--- src/rtl/trap_router_pkg.sv ---
package trap_router_pkg;
  localparam logic [1:0] PRV_U = 2'd0;
  localparam logic [1:0] PRV_S = 2'd1;
  localparam logic [1:0] PRV_M = 2'd3;

  localparam int unsigned ECALL_U  = 8;
  localparam int unsigned ECALL_S  = 9;
  localparam int unsigned ECALL_VS = 10;
  localparam int unsigned ECALL_M  = 11;

  typedef enum logic [1:0] {
    TGT_NONE = 2'd0,
    TGT_HS   = 2'd1,
    TGT_VS   = 2'd2,
    TGT_M    = 2'd3
  } tgt_e;
endpackage

--- src/rtl/trap_cause_map.sv ---
module trap_cause_map
  import trap_router_pkg::*;
#(
  parameter int unsigned CAUSE_W = 7
) (
  input  logic               async_i,
  input  logic [CAUSE_W-1:0] cause_i,
  input  logic [1:0]         priv_i,
  input  logic               virt_i,
  output logic [CAUSE_W-1:0] cause_o
);
  always_comb begin
    cause_o = cause_i;
    if (!async_i && cause_i == CAUSE_W'(ECALL_U)) begin
      unique case (priv_i)
        PRV_M:   cause_o = CAUSE_W'(ECALL_M);
        PRV_S:   cause_o = virt_i ? CAUSE_W'(ECALL_VS) : CAUSE_W'(ECALL_S);
        default: cause_o = cause_i;
      endcase
    end
  end
endmodule

--- src/rtl/trap_deleg_sel.sv ---
module trap_deleg_sel
  import trap_router_pkg::*;
#(
  parameter int unsigned XLEN    = 64,
  parameter int unsigned CAUSE_W = 7,
  parameter bit          HYP_EN  = 1'b1
) (
  input  logic               async_i,
  input  logic [CAUSE_W-1:0] cause_i,
  input  logic [XLEN-1:0]    mideleg_i,
  input  logic [XLEN-1:0]    medeleg_i,
  input  logic [XLEN-1:0]    hideleg_i,
  input  logic [XLEN-1:0]    hedeleg_i,
  input  logic [1:0]         priv_i,
  input  logic               virt_i,
  input  logic               force_hs_i,
  output tgt_e               tgt_o
);
  localparam int unsigned IDX_W = $clog2(XLEN);

  logic             in_range;
  logic [IDX_W-1:0] idx;
  logic [XLEN-1:0]  m_mask;
  logic             m_hit;

  assign in_range = {{(32-CAUSE_W){1'b0}}, cause_i} < 32'(XLEN);
  assign idx      = cause_i[IDX_W-1:0];
  assign m_mask   = async_i ? mideleg_i : medeleg_i;
  assign m_hit    = (priv_i <= PRV_S) && in_range && m_mask[idx];

  generate
    if (HYP_EN) begin : g_hyp
      logic [XLEN-1:0] h_mask;
      logic            vs_hit;
      assign h_mask = async_i ? hideleg_i : hedeleg_i;
      assign vs_hit = virt_i && h_mask[idx] && !force_hs_i;
      assign tgt_o  = !m_hit ? TGT_M : (vs_hit ? TGT_VS : TGT_HS);
    end else begin : g_nohyp
      logic unused_h;
      assign unused_h = ^{hideleg_i, hedeleg_i, virt_i, force_hs_i};
      assign tgt_o    = m_hit ? TGT_HS : TGT_M;
    end
  endgenerate
endmodule

--- src/rtl/trap_state_upd.sv ---
module trap_state_upd
  import trap_router_pkg::*;
#(
  parameter int unsigned CAUSE_W = 7,
  parameter bit          HYP_EN  = 1'b1
) (
  input  logic               clk_i,
  input  logic               rst_ni,
  input  logic               trap_valid_i,
  input  tgt_e               tgt_i,
  input  logic [CAUSE_W-1:0] cause_i,
  input  logic [1:0]         priv_i,
  input  logic               virt_i,
  input  logic               force_hs_i,
  input  logic               sie_i,
  input  logic               mie_i,
  input  logic               spp_i,
  input  logic               spv_i,
  output logic [CAUSE_W-1:0] cause_o,
  output logic [1:0]         target_o,
  output logic [1:0]         priv_o,
  output logic               virt_o,
  output logic               force_hs_o,
  output logic               spie_o,
  output logic               spp_o,
  output logic               mpie_o,
  output logic [1:0]         mpp_o,
  output logic               spv_o,
  output logic               sp2v_o,
  output logic               sp2p_o,
  output logic               mpv_o,
  output logic               mtl_o,
  output logic               swap_o
);
  logic [CAUSE_W-1:0] cause_q, cause_d;
  tgt_e               tgt_q, tgt_d;
  logic [1:0]         priv_q, priv_d, mpp_q, mpp_d;
  logic virt_q, virt_d, force_q, force_d, spie_q, spie_d, spp_q, spp_d;
  logic mpie_q, mpie_d, spv_q, spv_d, sp2v_q, sp2v_d, sp2p_q, sp2p_d;
  logic mpv_q, mpv_d, mtl_q, mtl_d, swap_q, swap_d;

  always_comb begin
    cause_d = cause_q;  tgt_d  = tgt_q;   priv_d = priv_q;  virt_d = virt_q;
    force_d = force_q;  spie_d = spie_q;  spp_d  = spp_q;   mpie_d = mpie_q;
    mpp_d   = mpp_q;    spv_d  = spv_q;   sp2v_d = sp2v_q;  sp2p_d = sp2p_q;
    mpv_d   = mpv_q;    mtl_d  = mtl_q;   swap_d = 1'b0;
    if (trap_valid_i) begin
      cause_d = cause_i;
      tgt_d   = tgt_i;
      unique case (tgt_i)
        TGT_M: begin
          priv_d  = PRV_M;
          mpie_d  = mie_i;
          mpp_d   = priv_i;
          virt_d  = 1'b0;
          force_d = 1'b0;
          if (HYP_EN) begin
            mpv_d  = virt_i;
            mtl_d  = force_hs_i;
            swap_d = virt_i;
          end
        end
        TGT_VS: begin
          priv_d  = PRV_S;
          spie_d  = sie_i;
          spp_d   = priv_i[0];
          virt_d  = virt_i;
          force_d = force_hs_i;
        end
        default: begin
          priv_d = PRV_S;
          spie_d = sie_i;
          spp_d  = priv_i[0];
          if (HYP_EN) begin
            // two-deep saved-state push
            sp2v_d  = spv_i;
            sp2p_d  = spp_i;
            spv_d   = virt_i;
            swap_d  = virt_i;
            virt_d  = 1'b0;
            force_d = virt_i ? 1'b0 : force_hs_i;
          end else begin
            virt_d  = 1'b0;
            force_d = 1'b0;
          end
        end
      endcase
    end
  end

  always_ff @(posedge clk_i or negedge rst_ni) begin
    if (!rst_ni) begin
      cause_q <= '0;    tgt_q  <= TGT_M;  priv_q <= PRV_M;  virt_q <= 1'b0;
      force_q <= 1'b0;  spie_q <= 1'b0;   spp_q  <= 1'b0;   mpie_q <= 1'b0;
      mpp_q   <= 2'd0;  spv_q  <= 1'b0;   sp2v_q <= 1'b0;   sp2p_q <= 1'b0;
      mpv_q   <= 1'b0;  mtl_q  <= 1'b0;   swap_q <= 1'b0;
    end else begin
      cause_q <= cause_d; tgt_q  <= tgt_d;  priv_q <= priv_d; virt_q <= virt_d;
      force_q <= force_d; spie_q <= spie_d; spp_q  <= spp_d;  mpie_q <= mpie_d;
      mpp_q   <= mpp_d;   spv_q  <= spv_d;  sp2v_q <= sp2v_d; sp2p_q <= sp2p_d;
      mpv_q   <= mpv_d;   mtl_q  <= mtl_d;  swap_q <= swap_d;
    end
  end

  assign cause_o = cause_q;  assign target_o = tgt_q;  assign priv_o = priv_q;
  assign virt_o  = virt_q;   assign force_hs_o = force_q;
  assign spie_o  = spie_q;   assign spp_o  = spp_q;    assign mpie_o = mpie_q;
  assign mpp_o   = mpp_q;    assign spv_o  = spv_q;    assign sp2v_o = sp2v_q;
  assign sp2p_o  = sp2p_q;   assign mpv_o  = mpv_q;    assign mtl_o  = mtl_q;
  assign swap_o  = swap_q;

  p_hold_r9: assert property (@(posedge clk_i) disable iff (!rst_ni)
    !trap_valid_i |=> $stable(priv_o) && $stable(virt_o) && $stable(force_hs_o)
                      && $stable(sp2v_o) && $stable(mpv_o) && $stable(cause_o));
  p_swap_only_trap_r4: assert property (@(posedge clk_i) disable iff (!rst_ni)
    !trap_valid_i |=> !swap_o);
  p_m_clears_r6: assert property (@(posedge clk_i) disable iff (!rst_ni)
    trap_valid_i && tgt_i == TGT_M |=>
      !virt_o && !force_hs_o && priv_o == PRV_M && mpp_o == $past(priv_i));
  p_hs_shift_r5: assert property (@(posedge clk_i) disable iff (!rst_ni)
    trap_valid_i && tgt_i == TGT_HS && HYP_EN |=>
      sp2v_o == $past(spv_i) && spv_o == $past(virt_i) && priv_o == PRV_S);
  p_vs_stay_r3: assert property (@(posedge clk_i) disable iff (!rst_ni)
    trap_valid_i && tgt_i == TGT_VS |=> virt_o && !swap_o);
endmodule

--- src/rtl/trap_router.sv ---
module trap_router
  import trap_router_pkg::*;
#(
  parameter int unsigned XLEN    = 64,
  parameter int unsigned CAUSE_W = 7,
  parameter bit          HYP_EN  = 1'b1
) (
  input  logic               clk_i,
  input  logic               rst_ni,
  input  logic               trap_valid_i,
  input  logic               trap_async_i,
  input  logic [CAUSE_W-1:0] trap_cause_i,
  input  logic [XLEN-1:0]    mideleg_i,
  input  logic [XLEN-1:0]    medeleg_i,
  input  logic [XLEN-1:0]    hideleg_i,
  input  logic [XLEN-1:0]    hedeleg_i,
  input  logic [1:0]         priv_i,
  input  logic               virt_i,
  input  logic               force_hs_i,
  input  logic               sie_i,
  input  logic               mie_i,
  input  logic               spp_i,
  input  logic               spv_i,
  output logic [CAUSE_W-1:0] cause_o,
  output logic [1:0]         target_o,
  output logic [1:0]         priv_o,
  output logic               virt_o,
  output logic               force_hs_o,
  output logic               spie_o,
  output logic               spp_o,
  output logic               mpie_o,
  output logic [1:0]         mpp_o,
  output logic               spv_o,
  output logic               sp2v_o,
  output logic               sp2p_o,
  output logic               mpv_o,
  output logic               mtl_o,
  output logic               swap_o
);
  logic [CAUSE_W-1:0] cause_m;
  tgt_e               tgt;

  trap_cause_map #(.CAUSE_W(CAUSE_W)) u_map (
    .async_i(trap_async_i), .cause_i(trap_cause_i), .priv_i(priv_i),
    .virt_i(virt_i), .cause_o(cause_m)
  );

  trap_deleg_sel #(.XLEN(XLEN), .CAUSE_W(CAUSE_W), .HYP_EN(HYP_EN)) u_sel (
    .async_i(trap_async_i), .cause_i(cause_m),
    .mideleg_i(mideleg_i), .medeleg_i(medeleg_i),
    .hideleg_i(hideleg_i), .hedeleg_i(hedeleg_i),
    .priv_i(priv_i), .virt_i(virt_i), .force_hs_i(force_hs_i), .tgt_o(tgt)
  );

  trap_state_upd #(.CAUSE_W(CAUSE_W), .HYP_EN(HYP_EN)) u_upd (
    .clk_i(clk_i), .rst_ni(rst_ni), .trap_valid_i(trap_valid_i),
    .tgt_i(tgt), .cause_i(cause_m), .priv_i(priv_i), .virt_i(virt_i),
    .force_hs_i(force_hs_i), .sie_i(sie_i), .mie_i(mie_i), .spp_i(spp_i),
    .spv_i(spv_i), .cause_o(cause_o), .target_o(target_o), .priv_o(priv_o),
    .virt_o(virt_o), .force_hs_o(force_hs_o), .spie_o(spie_o), .spp_o(spp_o),
    .mpie_o(mpie_o), .mpp_o(mpp_o), .spv_o(spv_o), .sp2v_o(sp2v_o),
    .sp2p_o(sp2p_o), .mpv_o(mpv_o), .mtl_o(mtl_o), .swap_o(swap_o)
  );

  p_m_gate_r2: assert property (@(posedge clk_i) disable iff (!rst_ni)
    trap_valid_i && priv_i == PRV_M |=> target_o == TGT_M);
  p_ecall_m_r1: assert property (@(posedge clk_i) disable iff (!rst_ni)
    trap_valid_i && !trap_async_i && trap_cause_i == CAUSE_W'(ECALL_U)
      && priv_i == PRV_M |=> cause_o == CAUSE_W'(ECALL_M));
  p_no_hyp_r11: assert property (@(posedge clk_i) disable iff (!rst_ni)
    !HYP_EN |-> !swap_o && !sp2v_o && !mpv_o && target_o != TGT_VS);
endmodule

--- config.mk ---
export PLATFORM = sky130hd
export DESIGN_NAME = trap_router
export DESIGN_NICKNAME = d
export VERILOG_FILES = /design/src/rtl/trap_router_pkg.sv /design/src/rtl/trap_cause_map.sv /design/src/rtl/trap_deleg_sel.sv /design/src/rtl/trap_state_upd.sv /design/src/rtl/trap_router.sv
export SDC_FILE = /design/constraint.sdc
export NUM_CORES = 1
export LEC_CHECK = 0
export ABC_AREA = 1
export BUFFER_PORTS_ARGS = -buffer_cell sky130_fd_sc_hd__buf_2
export CAP_MARGIN = 20
export CORE_AREA = 2 2 116 118
export DETAILED_ROUTE_END_ITERATION = 7
export DIE_AREA = 0 0 118 120
export PLACE_DENSITY = 0.7
export SLEW_MARGIN = 20
export SYNTH_ARGS = -nofsm -noshare
export SYNTH_HDL_FRONTEND = slang
export SYNTH_HIERARCHICAL = 1
export SYNTH_SLANG_ARGS = --single-unit
--- constraint.sdc ---
create_clock -name clk_i -period 1.9 [get_ports clk_i]
set_clock_uncertainty 0.05 [all_clocks]
set_input_delay 0.095 -clock clk_i [delete_from_list [all_inputs] [get_ports clk_i]]
set_output_delay 0.095 -clock clk_i [all_outputs]
set_load 0.05 [all_outputs]
==> Flow_metrics.wiki, run 1 <==
{| class="wikitable"
! Metric !! Value
|-
| Slew Limit Fails || 0
|-
| Top-Level Pins || 299
|-
| RD Place Congestion || 0.896
|-
| Overall routing resource usage || 26.3%
|-
| Status || complete, but fails checks
|-
| Initial standard-cell utilization of the core || 28.3%
|-
| First DRT Iteration DRCs || 441
|-
| Syn Nets || 997
|-
| Max Freq || 464 MHz
|-
| Number of library cell types mapped by synthesis || 20
|-
| Post-route DRC violation count || 0
|-
| Final hold violation count || 1
|-
| Root Buffer || sky130_fd_sc_hd__clkbuf_16
|-
| Gate Count Post-Synth || 722
|-
| Routed via count || 6065
|-
| Routed via count divided by cell count || 5.08
|-
| Netlist area before placement || 3680 µm²
|-
| Sequential cell area || 579 µm²
|-
| Layout cell share with drive strength beyond 1 || 49.2%
|-
| Required time worst endpoint || 2000 ps
|-
| Standby leakage power || 3.65 nW
|-
| Kind of critical path || in2reg
|-
| Number of antenna-violating nets in the routed design || 0
|-
| Clock transition time at the flip-flop clock pins of the worst setup and hold paths || 60 ps
|-
| Most frequent CP cell || sky130_fd_sc_hd__nand2_1
|-
| Setup repair after global routing missed its margin || yes
|-
| Number of violations of the max-capacitance limit || 0
|-
| CTS HTree Levels || 1
|-
| Post-layout minimum cycle time || 2160 ps
|-
| Startpoint Class || primary input
|-
| Sort of element at the end of the critical path || register
|-
| Relative slew margins || 65.3%
|-
| TritonCTS clock tree || built
|-
| Endpoints failing setup || 16
|-
| Count of state elements after synthesis || 23
|-
| Worst skew pair latency || 250 ps
|-
| Post-layout nets || 1288
|-
| Bufs on Longest Clock Path || 2
|-
| Slew at the pin closest to its max-slew limit || 520 ps
|-
| Ys Warns || 6
|-
| Worst Hold Class || in2reg
|-
| Mean cell area of the mapped netlist || 5.09 µm²
|-
| Worst path setup slack after routing || -256 ps
|-
| Crit-path max FO || 6
|-
| Vert. Die Dim || 120 µm
|-
| Num CTS Buffers || 3
|-
| DIE AREA || 14200 µm²
|-
| DRT Wirelength || 20.2 mm
|-
| Gr ovfl total || 0
|-
| Die X || 118 µm
|-
| Total clock sinks || 23
|-
| Routed length per placed instance || 17.0 µm
|-
| Number of rows created at floorplan || 42
|-
| P&R area growth vs syn || 80.8%
|-
| Max stage delay on crit path || 170 ps
|-
| Data arrival time of the critical path || 2250 ps
|-
| Pre-Repair DR Iteration Count || 5
|-
| Initial antenna violation count || 6
|-
| Worst hold slack across all endpoints || -0.975 ps
|-
| Critical-path cell list || buf_6 > nor2_4 > nand2_2 > nor2_4 > nand2_4 > nand2_8 > buf_12 > clkbuf_16 > nand3_2 > nand3_2 > nand3_2 > nand3_2 > nand2_1 > nand2_1 > nand2_1 > nor2_2 > nor2_4 > nand2_4 > inv_2 > nand2_4 > inv_2 > nand2_1 > nand2_1
|-
| Final critical-path share of the clock period || 113%
|-
| Core footprint || 13000 µm²
|-
| Slowest cell on the critical path || sky130_fd_sc_hd__buf_12
|-
| Power per unit of standard cell area || 417 nW/µm²
|-
| Count of buffers from port buffering || 297
|-
| Maximum number of pins on one net before global-route repair || 80
|-
| Sequential fraction of the synthesis area || 15.8%
|-
| Violated checks || negative hold slack, negative setup slack
|-
| Area of the multi-input gates || 3370 µm²
|-
| Final Core Density || 51.2%
|-
| Worst IR drop on VDD || 0.000345 V
|-
| DPL Wire Length || 14.1 mm
|-
| First-pass GRT wire length || 29.7 mm
|-
| Number of global-route vias before repair || 5850
|-
| Count of filler cells inserted in the layout || 1340
|}
==> report_power, final <==
group / internal [W] / leakage (nW) / switching, W
Clock: 0.000283 / 0.0409 / 0.000170
Combinational: 0.000684 / 3.33 / 0.00104
Sequential: 0.000560 / 0.281 / 0.0000381
==> flip-flops by register name, indices dropped and copies added, names as in the netlist <==
signal	cells
u_upd/cause_o	7
u_upd/force_hs_o	1
u_upd/mpie_o	1
u_upd/mpp_o	2
u_upd/mpv_o	1
u_upd/mtl_o	1
u_upd/priv_o	1
u_upd/sp2p_o	1
u_upd/sp2v_o	1
u_upd/spie_o	1
u_upd/spp_o	1
u_upd/spv_o	1
u_upd/swap_o	1
u_upd/target_o	2
u_upd/virt_o	1
==> cells by family (layout without fill, tap and decap cells) <==
group                  Yosys count  count (layout)  share of synthesized area, %
AOI/OAI and AO/OA                8               8                          1.16
buffers and inverters           80             370                          12.2
other                            1               6                         0.102
DFF                             23              23                          15.8
and+or+nand+nor                610             610                          70.8
==> critical path: cells and delay by family <==
kind / cells / cell delay, ps
simple gates: 18 / 1570
buf+inv: 5 / 560
==> cell usage after synthesis <==
master / instances / area share (%)
sky130_fd_sc_hd__nand3_1: 238 / 32
sky130_fd_sc_hd__nor2_2: 2 / 0.34
sky130_fd_sc_hd__a21oi_1: 1 / 0.14
sky130_fd_sc_hd__dfstp_2: 3 / 2.1
sky130_fd_sc_hd__nand3b_1: 1 / 0.20
sky130_fd_sc_hd__buf_6: 7 / 2.1
sky130_fd_sc_hd__o21bai_1: 1 / 0.20
sky130_fd_sc_hd__nor2_1: 11 / 1.1
sky130_fd_sc_hd__buf_4: 20 / 4.1
sky130_fd_sc_hd__inv_1: 16 / 1.6
sky130_fd_sc_hd__nand2_1: 357 / 36
sky130_fd_sc_hd__clkbuf_1: 9 / 0.92
sky130_fd_sc_hd__dfrtp_1: 20 / 14
sky130_fd_sc_hd__buf_2: 17 / 2.3
sky130_fd_sc_hd__nand3_2: 1 / 0.27
sky130_fd_sc_hd__inv_2: 3 / 0.31
sky130_fd_sc_hd__o21ai_1: 1 / 0.14
sky130_fd_sc_hd__o21ai_0: 5 / 0.68
sky130_fd_sc_hd__conb_1: 1 / 0.10
sky130_fd_sc_hd__buf_1: 8 / 0.82
==> stage by stage <==
stage	TNS [ps]	setup WS (ps)	power (W)	cells	cell area (µm²)
4_1_cts	-2420	-197	0.00268	1184	6320
6_report	-3200	-256	0.00277	1193	6650
5_1_grt	-4960	-367	0.00294	1192	6650
3_3_place_gp	-8000	-553	0.00200	1166	5390
3_5_place_dp	-8850	-633	0.00201	1166	5390
2_1_floorplan	0	1.24	0.00145	722	3750
==> cells in the final DEF (no fill, tap or decap), drive strengths merged <==
cell           n
o21bai         1
dfstp          3
dlygate4sd3    3
nand2        357
clkbuf         6
conb           1
nand3        239
a21oi          1
dfrtp         20
nand3b         1
nor2          13
diode          5
clkinv         1
o21ai          6
buf          341
inv           19
==> cell type report <==
type	instances	share of cell area [%]
inverters	19	1.37
multi-input cells	619	50.7
well taps	176	3.31
clock buffers	3	1.13
clock inverters	1	0.0753
repair buffers	347	34.5
flip-flops and latches	23	8.71
diodes	5	0.188
==> metal layers <==
| metal | part of all wire [%] | track usage, % | up-vias |
|---|---|---|---|
| met2 | 49 | 47.4 | 329 |
| li1 | - | - | 2931 |
| met3 | 7.5 | 4.28 | 54 |
| met1 | 40 | 31.8 | 2749 |
| met5 | 0.064 | 0 | - |
| met4 | 3.4 | 8.43 | 2 |
==> worst paths after layout <==
path	start	end	slack [ps]	cells after the start
worst max register to register	u_upd/target_o[1]$_DFFE_PN1P_	u_upd/target_o[1]$_DFFE_PN1P_	1100	2
worst min-delay path	mie_i	u_upd/mpie_o$_DFFE_PN0P_	-1	3
worst max-delay path	trap_cause_i[4]	u_upd/sp2p_o$_DFFE_PN0P_	-260	23
min in group asynchronous	rst_ni	u_upd/sp2p_o$_DFFE_PN0P_	310	2
worst min register to register	u_upd/cause_o[5]$_DFFE_PN0P_	u_upd/cause_o[5]$_DFFE_PN0P_	420	2
max in group asynchronous	rst_ni	u_upd/priv_o[1]$_DFFE_PN1P_	1120	2
==> timing repair <==
action / 4_1_cts / 5_1_grt
gates resized for setup: 132 / 58
setup endpoints to repair: 16 / 16
buffers inserted: 4 / 1
hold buffers: 3 / 0
endpoints found under the hold margin: 22 / 0
cloned: 7 / 3
pin swaps: 23 / 33
Note: power is estimated with default switching activity, not from simulation.
==> run 2: changes to the inputs <==
- BUFFER_PORTS_ARGS: -buffer_cell sky130_fd_sc_hd__buf_2 -> default
- CORE_AREA: 2 2 116 118 -> 2 2 117 119
- CTS_BUF_LIST: default -> sky130_fd_sc_hd__clkbuf_4 sky130_fd_sc_hd__clkbuf_8
- DIE_AREA: 0 0 118 120 -> 0 0 119 121
- DONT_BUFFER_PORTS: default -> 1
- PLACE_DENSITY: 0.7 -> 0.5
==> run 2 against run 1 <==
The run still ends with negative hold slack, negative setup slack left; fmax grew 8.5%; critical path type unchanged; flip-flop and latch count is the same; clock-buffer cell count is the same; die area grew 1.7%; cell area shrank 21%; largest cell class unchanged; largest power group unchanged; final cell count shrank 24%; core utilization shrank 11 points; worst hold slack lost 74 ps; routed wire length shrank 7.0%; combinational power shrank 37%.
==> Flow_metrics.wiki, run 2 (synthesized netlist as in run 1, its figures left out) <==
{| class="wikitable"
! Metric !! Value
|-
| Status || complete, but fails checks (unchanged)
|-
| Violated checks || negative hold slack, negative setup slack (unchanged)
|-
| Number of global-route vias before repair || 4625 (was 5850)
|-
| Startpoint Class || primary input (unchanged)
|-
| Inserted Diodes || 0 (was 5)
|-
| RD Place Congestion || 0.867 (was 0.896)
|-
| Die X || 119 µm (was 118 µm)
|-
| Max Freq || 503 MHz (was 464 MHz)
|-
| DIE AREA || 14400 µm² (was 14200 µm²)
|-
| Post-route DRC violation count || 0 (unchanged)
|-
| Count of filler cells inserted in the layout || 1424 (was 1340)
|-
| DP Cell Count || 859 (was 1166)
|-
| Final hold violation count || 8 (was 1)
|-
| Final critical-path share of the clock period || 105% (was 113%)
|-
| Kind of critical path || in2reg (unchanged)
|-
| Required time worst endpoint || 2000 ps (about the same)
|-
| Slew Limit Fails || 0 (unchanged)
|-
| Post-Layout Inst Area || 5230 µm² (was 6650 µm²)
|-
| Standby leakage power || 2.48 nW (was 3.65 nW)
|-
| Worst skew pair latency || 260 ps (was 250 ps)
|-
| Data arrival time of the critical path || 2090 ps (was 2250 ps)
|-
| Num CTS Buffers || 3 (unchanged)
|-
| Maximum number of pins on one net before global-route repair || 131 (was 80)
|-
| Power per unit of standard cell area || 423 nW/µm² (was 417 nW/µm²)
|-
| Number of antenna-violating nets in the routed design || 0 (unchanged)
|-
| Worst IR drop on VDD || 0.000312 V (was 0.000345 V)
|-
| Most frequent cells in the layout || 335 x sky130_fd_sc_hd__nand2_1, 142 x sky130_fd_sc_hd__nand3_1, 88 x sky130_fd_sc_hd__nand3_2 (was 336 x sky130_fd_sc_hd__nand2_1, 290 x sky130_fd_sc_hd__buf_2, 132 x sky130_fd_sc_hd__nand3_1)
|-
| Count of buffers from port buffering || 0 (was 297)
|-
| Top-Level Pins || 299 (unchanged)
|-
| Final Core Density || 40.0% (was 51.2%)
|-
| Bufs on Longest Clock Path || 2 (unchanged)
|-
| Endpoints failing setup || 10 (was 16)
|-
| P&R area growth vs syn || 42.2% (was 80.8%)
|-
| Relative slew margins || 64.5% (was 65.3%)
|-
| Pre-Repair DR Iteration Count || 7 (was 5)
|-
| Vert. Die Dim || 121 µm (was 120 µm)
|-
| Worst Hold Class || in2reg (unchanged)
|-
| Total clock sinks || 23 (unchanged)
|-
| Crit-path max FO || 14 (was 6)
|-
| Number of violations of the max-capacitance limit || 0 (unchanged)
|-
| Area after detailed placement || 3810 µm² (was 5390 µm²)
|-
| Routed via count || 5014 (was 6065)
|-
| Initial antenna violation count || 0 (was 6)
|-
| Routed via count divided by cell count || 5.55 (was 5.08)
|-
| Worst hold slack across all endpoints || -74.6 ps (was -0.975 ps)
|-
| Leading cell type in the layout, fill and taps excluded || sky130_fd_sc_hd__nand2_1 (unchanged)
|-
| DPL Wire Length || 12.5 mm (was 14.1 mm)
|-
| Layout cell share with drive strength beyond 1 || 25.8% (was 49.2%)
|-
| Setup repair after global routing missed its margin || yes (unchanged)
|-
| Sort of element at the end of the critical path || register (unchanged)
|-
| Post-layout minimum cycle time || 1990 ps (was 2160 ps)
|-
| First DRT Iteration DRCs || 367 (was 441)
|-
| Non-filler instance count after layout || 904 (was 1193)
|-
| Number of rows created at floorplan || 42 (unchanged)
|-
| DRT Wirelength || 18.8 mm (was 20.2 mm)
|-
| Largest register FFs || 7 (unchanged)
|-
| Gr ovfl total || 0 (unchanged)
|-
| Slew at the pin closest to its max-slew limit || 532 ps (was 520 ps)
|-
| Clock transition time at the flip-flop clock pins of the worst setup and hold paths || 80 ps (was 60 ps)
|-
| Core footprint || 13100 µm² (was 13000 µm²)
|-
| Post-layout nets || 1004 (was 1288)
|-
| TritonCTS clock tree || built (unchanged)
|-
| Initial standard-cell utilization of the core || 28.1% (was 28.3%)
|-
| Routed length per placed instance || 20.8 µm (was 17.0 µm)
|-
| Worst path setup slack after routing || -87.5 ps (was -256 ps)
|-
| Root Buffer || sky130_fd_sc_hd__clkbuf_8 (was sky130_fd_sc_hd__clkbuf_16)
|-
| First-pass GRT wire length || 25.4 mm (was 29.7 mm)
|-
| Overall routing resource usage || 22.5% (was 26.3%)
|-
| CTS HTree Levels || 1 (unchanged)
|}
-- run 2: cell count changes in the layout (fill, tap and decap cells not counted), sizes merged --
cell | before | now
buf | 341 | 35
dlygate4sd3 | 3 | 19
clkbuf | 6 | 12
diode | 5 | 0
clkinv | 1 | 2
inv | 19 | 18
-- run 2: report_power, final --
| group | internal [W] | switching [W] |
|---|---|---|
| registers | 0.000556 | 0.000285 |
| clock network | 0.000146 | 0.000151 |
| logic | 0.000460 | 0.000615 |
-- run 2: area by class of cell --
type,instances,area (µm²),share of cell area (%)
timing repair buffer,63,932,17.8
inverter,19,95.1,1.82
clock buffer,3,41.3,0.790
tap,176,220,4.21
multi-input combinational,619,3350,64.2
sequential,23,579,11.1
clock inverter,1,5.00,0.0957
-- run 2: per-stage QoR --
stage | power (W) | setup WS, ps | hold WS, ps | TNS (ps)
detailed placement | 0.00158 | -515 | -250 | -6900
CTS | 0.00201 | -71.1 | -98.8 | -639
finish | 0.00221 | -87.5 | -74.6 | -542
global placement | 0.00158 | -477 | -250 | -6660
floorplan | 0.00145 | 1.24 | -251 | 0
global route | 0.00235 | -230 | -75.8 | -2580
-- run 2: final timing paths --
path | from | to | slack [ps] | cells after the start
hold reg to reg | u_upd/priv_o[1]$_DFFE_PN1P_ | u_upd/priv_o[1]$_DFFE_PN1P_ | 560 | 2
setup / recovery | trap_cause_i[5] | u_upd/mpp_o[1]$_DFFE_PN0P_ | -90 | 21
setup reg to reg | u_upd/target_o[1]$_DFFE_PN1P_ | u_upd/target_o[1]$_DFFE_PN1P_ | 340 | 3
max in group asynchronous | rst_ni | u_upd/priv_o[1]$_DFFE_PN1P_ | 1150 | 2
hold / removal | trap_valid_i | u_upd/target_o[1]$_DFFE_PN1P_ | -70 | 3
min in group asynchronous | rst_ni | u_upd/cause_o[2]$_DFFE_PN0P_ | 280 | 2
-- run 2: per-layer routing --
metal | vias to the layer above | global-route usage, % | wire, µm
met2 | 307 | 40.6 | 9250
met3 | 41 | 4.32 | 1540
li1 | 2359 | - | -
met4 | 0 | 3.94 | 422
met5 | - | 0 | 0
met1 | 2307 | 28.1 | 7600
-- run 2: critical path, cell delays in order --
cell	delay [ps]
sky130_fd_sc_hd__nor2_4	90
sky130_fd_sc_hd__nand2_2	70
sky130_fd_sc_hd__nor2_4	140
sky130_fd_sc_hd__nand2_4	80
sky130_fd_sc_hd__nand2_8	110
sky130_fd_sc_hd__inv_8	80
sky130_fd_sc_hd__buf_12	150
sky130_fd_sc_hd__nand3_1	130
sky130_fd_sc_hd__nand3_1	100
sky130_fd_sc_hd__nand3_1	90
sky130_fd_sc_hd__nand2_1	80
sky130_fd_sc_hd__nand2_1	80
sky130_fd_sc_hd__nand3_2	90
sky130_fd_sc_hd__nand3_2	100
sky130_fd_sc_hd__nand2_1	60
sky130_fd_sc_hd__nor2_2	130
sky130_fd_sc_hd__nand2_4	90
sky130_fd_sc_hd__nand3_4	150
sky130_fd_sc_hd__inv_4	50
sky130_fd_sc_hd__nand2_1	60
sky130_fd_sc_hd__nand2_1	50
-- run 2: repair_timing --
action                                 CTS  global route
cloned                                   4            11
hold buffers                            18             2
gates resized for setup                 52           125
endpoints found under the hold margin   44            28
pin swaps                               20            43
setup endpoints to repair               16            16
setup buffers                            4             3
==> run 3: changes to the inputs <==
- PLACE_DENSITY: 0.5 -> 0.51
- clock period: 1.9 -> 1.8 ns (I/O delays scaled with it)
==> run 3 against run 2 <==
The flow still finishes with violations (negative hold slack, negative setup slack); sequential power rose by 6.2%; routed wire length fell by 7.8%; clock-buffer cell count rose by 1; power fell by 2.1%; critical endpoint unchanged; critical path type unchanged; combinational power fell by 13%; setup slack got worse by 30 ps; global-route usage fell by 0.21 points; first-iteration DRC count rose by 14%; core utilization fell by 5.2 points; non-clock buffer count fell by 14; cell area fell by 13%; die area did not move.
==> Flow_metrics.wiki, run 3 (synthesized netlist as in run 1, its figures left out) <==
{| class="wikitable"
! Metric !! Value
|-
| Relative slew margins || 62.0% (was 64.5%)
|-
| Die X || 119 µm (unchanged)
|-
| Total clock sinks || 23 (unchanged)
|-
| DIE AREA || 14400 µm² (unchanged)
|-
| Power per unit of standard cell area || 476 nW/µm² (was 423 nW/µm²)
|-
| Worst skew pair latency || 260 ps (about the same)
|-
| Sequential cell area || 579 µm² (unchanged)
|-
| Critical-path cell list || inv_1 > o21ai_1 > nand2_1 > nand2_1 > nand2_2 > buf_12 > buf_16 > nand3_1 > nand3_2 > nand3_1 > nand2_1 > nand2_1 > nand3_1 > nand3_2 > nand2_1 > nor2_2 > nand2_4 > nand3_4 > inv_4 > nand2_1 > nand2_1 (was nor2_4 > nand2_2 > nor2_4 > nand2_4 > nand2_8 > inv_8 > buf_12 > nand3_1 > nand3_1 > nand3_1 > nand2_1 > nand2_1 > nand3_2 > nand3_2 > nand2_1 > nor2_2 > nand2_4 > nand3_4 > inv_4 > nand2_1 > nand2_1)
|-
| Worst IR drop on VDD || 0.000315 V (was 0.000312 V)
|-
| Bufs on Longest Clock Path || 2 (unchanged)
|-
| Worst Hold Class || in2reg (unchanged)
|-
| Minimum setup slack among reg-to-reg paths || 180 ps (was 340 ps)
|-
| Largest register FFs || 7 (unchanged)
|-
| Family of cells with the greatest summed delay on the critical path || simple AND/OR/NAND/NOR gates (unchanged)
|-
| Leading cell type in the layout, fill and taps excluded || sky130_fd_sc_hd__nand2_1 (unchanged)
|-
| Maximum number of pins on one net before global-route repair || 131 (unchanged)
|-
| Pre-Repair DR Iteration Count || 5 (was 7)
|-
| Sort of element at the end of the critical path || register (unchanged)
|-
| DRT Wirelength || 17.3 mm (was 18.8 mm)
|-
| Number of rows created at floorplan || 42 (unchanged)
|-
| First-pass GRT wire length || 25.2 mm (was 25.4 mm)
|-
| Slew Limit Fails || 0 (unchanged)
|-
| Crit-path max FO || 10 (was 14)
|-
| Min-Delay Path Depth || 2 (was 3)
|-
| Number of global-route vias before repair || 4594 (was 4625)
|-
| Routed via count divided by cell count || 5.44 (was 5.55)
|-
| Slew at the pin closest to its max-slew limit || 571 ps (was 532 ps)
|-
| DP Cell Count || 857 (was 859)
|-
| Final critical-path share of the clock period || 107%
|-
| Number of buffers and inverters on the critical path || 4 (was 3)
|-
| First DRT Iteration DRCs || 417 (was 367)
|-
| P&R area growth vs syn || 23.8% (was 42.2%)
|-
| Post-route DRC violation count || 0 (unchanged)
|-
| Status || complete, but fails checks (unchanged)
|-
| Post-layout nets || 990 (was 1004)
|-
| TritonCTS clock tree || built (unchanged)
|-
| Standby leakage power || 2.22 nW (was 2.48 nW)
|-
| Number of violations of the max-capacitance limit || 0 (unchanged)
|-
| Max Freq || 522 MHz
|-
| Root Buffer || sky130_fd_sc_hd__clkbuf_8 (unchanged)
|-
| Startpoint Class || primary input (unchanged)
|-
| Initial antenna violation count || 0 (unchanged)
|-
| Post-layout minimum cycle time || 1920 ps
|-
| Violated checks || negative hold slack, negative setup slack (unchanged)
|-
| Summed negative setup slack over all endpoints || -1300 ps (was -542 ps)
|-
| Number of antenna-violating nets in the routed design || 0 (unchanged)
|-
| Non-filler instance count after layout || 891 (was 904)
|-
| Endpoints failing setup || 15 (was 10)
|-
| Overall routing resource usage || 22.3% (was 22.5%)
|-
| Required time worst endpoint || 1910 ps (was 2000 ps)
|-
| Total power after layout || 0.00217 W (was 0.00221 W)
|-
| Count of filler cells inserted in the layout || 1441 (was 1424)
|-
| Layout cell share with drive strength beyond 1 || 15.5% (was 25.8%)
|-
| Post-Layout Inst Area || 4550 µm² (was 5230 µm²)
|-
| Area after detailed placement || 3850 µm² (was 3810 µm²)
|-
| CP Depth || 21 (unchanged)
|-
| Kind of critical path || in2reg (unchanged)
|-
| Slowest cell on the critical path || sky130_fd_sc_hd__buf_12 (unchanged)
|-
| DPL Wire Length || 12.8 mm (was 12.5 mm)
|-
| Max stage delay on crit path || 170 ps (was 150 ps)
|-
| RD Place Congestion || 0.882 (was 0.867)
|-
| Vert. Die Dim || 121 µm (unchanged)
|-
| Routed via count || 4844 (was 5014)
|-
| CTS HTree Levels || 1 (unchanged)
|-
| Most frequent CP cell || sky130_fd_sc_hd__nand2_1 (unchanged)
|-
| Worst hold slack across all endpoints || -83.9 ps (was -74.6 ps)
|-
| Worst path setup slack after routing || -117 ps (was -87.5 ps)
|-
| Gr ovfl total || 0 (unchanged)
|-
| Data arrival time of the critical path || 2020 ps (was 2090 ps)
|-
| Number of cells traversed by the worst register-to-register path || 4 (was 3)
|-
| Top-Level Pins || 299 (unchanged)
|-
| Area of the multi-input gates || 2990 µm² (was 3350 µm²)
|-
| Setup repair after global routing missed its margin || yes (unchanged)
|-
| Routed length per placed instance || 19.5 µm (was 20.8 µm)
|-
| Final hold violation count || 7 (was 8)
|-
| Num CTS Buffers || 3 (unchanged)
|-
| Initial standard-cell utilization of the core || 28.1% (unchanged)
|-
| Count of buffers from port buffering || 0 (unchanged)
|-
| Most frequent cells in the layout || 350 x sky130_fd_sc_hd__nand2_1, 182 x sky130_fd_sc_hd__nand3_1, 56 x sky130_fd_sc_hd__nand3_2 (was 335 x sky130_fd_sc_hd__nand2_1, 142 x sky130_fd_sc_hd__nand3_1, 88 x sky130_fd_sc_hd__nand3_2)
|-
| Core footprint || 13100 µm² (unchanged)
|-
| Clock transition time at the flip-flop clock pins of the worst setup and hold paths || 80 ps (about the same)
|}
run 3: per-stage QoR:
| step | util [%] | setup slack, ps |
|---|---|---|
| floorplan | - | -79.9 |
| global placement | 29.4 | -546 |
| detailed placement | 29.4 | -566 |
| CTS | 32.9 | -167 |
| global route | 34.8 | -364 |
| finish | 34.8 | -117 |
run 3: routing by layer:
layer  vias to the layer above  wire length [µm]  track usage (%)
met5                         -                 0                0
met4                         0               367             5.80
met3                        28              1420             5.64
met2                       267              8190             38.1
met1                      2224              7360             28.0
li1                       2325                 -                -
run 3: area by class of cell:
| type | count | share of cell area [%] |
|---|---|---|
| inverter | 19 | 1.70 |
| tap | 176 | 4.84 |
| clock buffer | 4 | 1.07 |
| antenna | 1 | 0.0550 |
| multi-input combinational | 619 | 65.6 |
| timing repair buffer | 49 | 14.0 |
| sequential | 23 | 12.7 |
run 3: worst paths after layout:
kind,from,end
hold / removal,trap_valid_i,u_upd/spp_o$_DFFE_PN0P_
hold reg to reg,u_upd/priv_o[1]$_DFFE_PN1P_,u_upd/priv_o[1]$_DFFE_PN1P_
min in group asynchronous,rst_ni,u_upd/spp_o$_DFFE_PN0P_
setup reg to reg,u_upd/force_hs_o$_DFFE_PN0P_,u_upd/force_hs_o$_DFFE_PN0P_
max in group asynchronous,rst_ni,u_upd/target_o[1]$_DFFE_PN1P_
setup / recovery,virt_i,u_upd/mpp_o[1]$_DFFE_PN0P_
run 3: where the power goes:
part	switching, W	internal [W]	leakage, nW
logic	0.000552	0.000390	1.91
registers	0.000307	0.000587	0.281
clock network	0.000160	0.000173	0.0262
run 3: worst reg2reg max path: cells and delay by family, from the launching register on:
family	cells	cell delay [ps]
AOI/OAI and AO/OA	1	100
buffers and inverters	2	630
DFF	1	650
and+or+nand+nor	1	100
run 3: repair_timing:
item	4_1_cts	5_1_grt
setup buffers	3	0
hold endpoints to repair	42	28
endpoints found under the setup margin	16	16
resized for setup	27	42
hold buffers	21	2
pin swaps	9	7
gates cloned	2	1
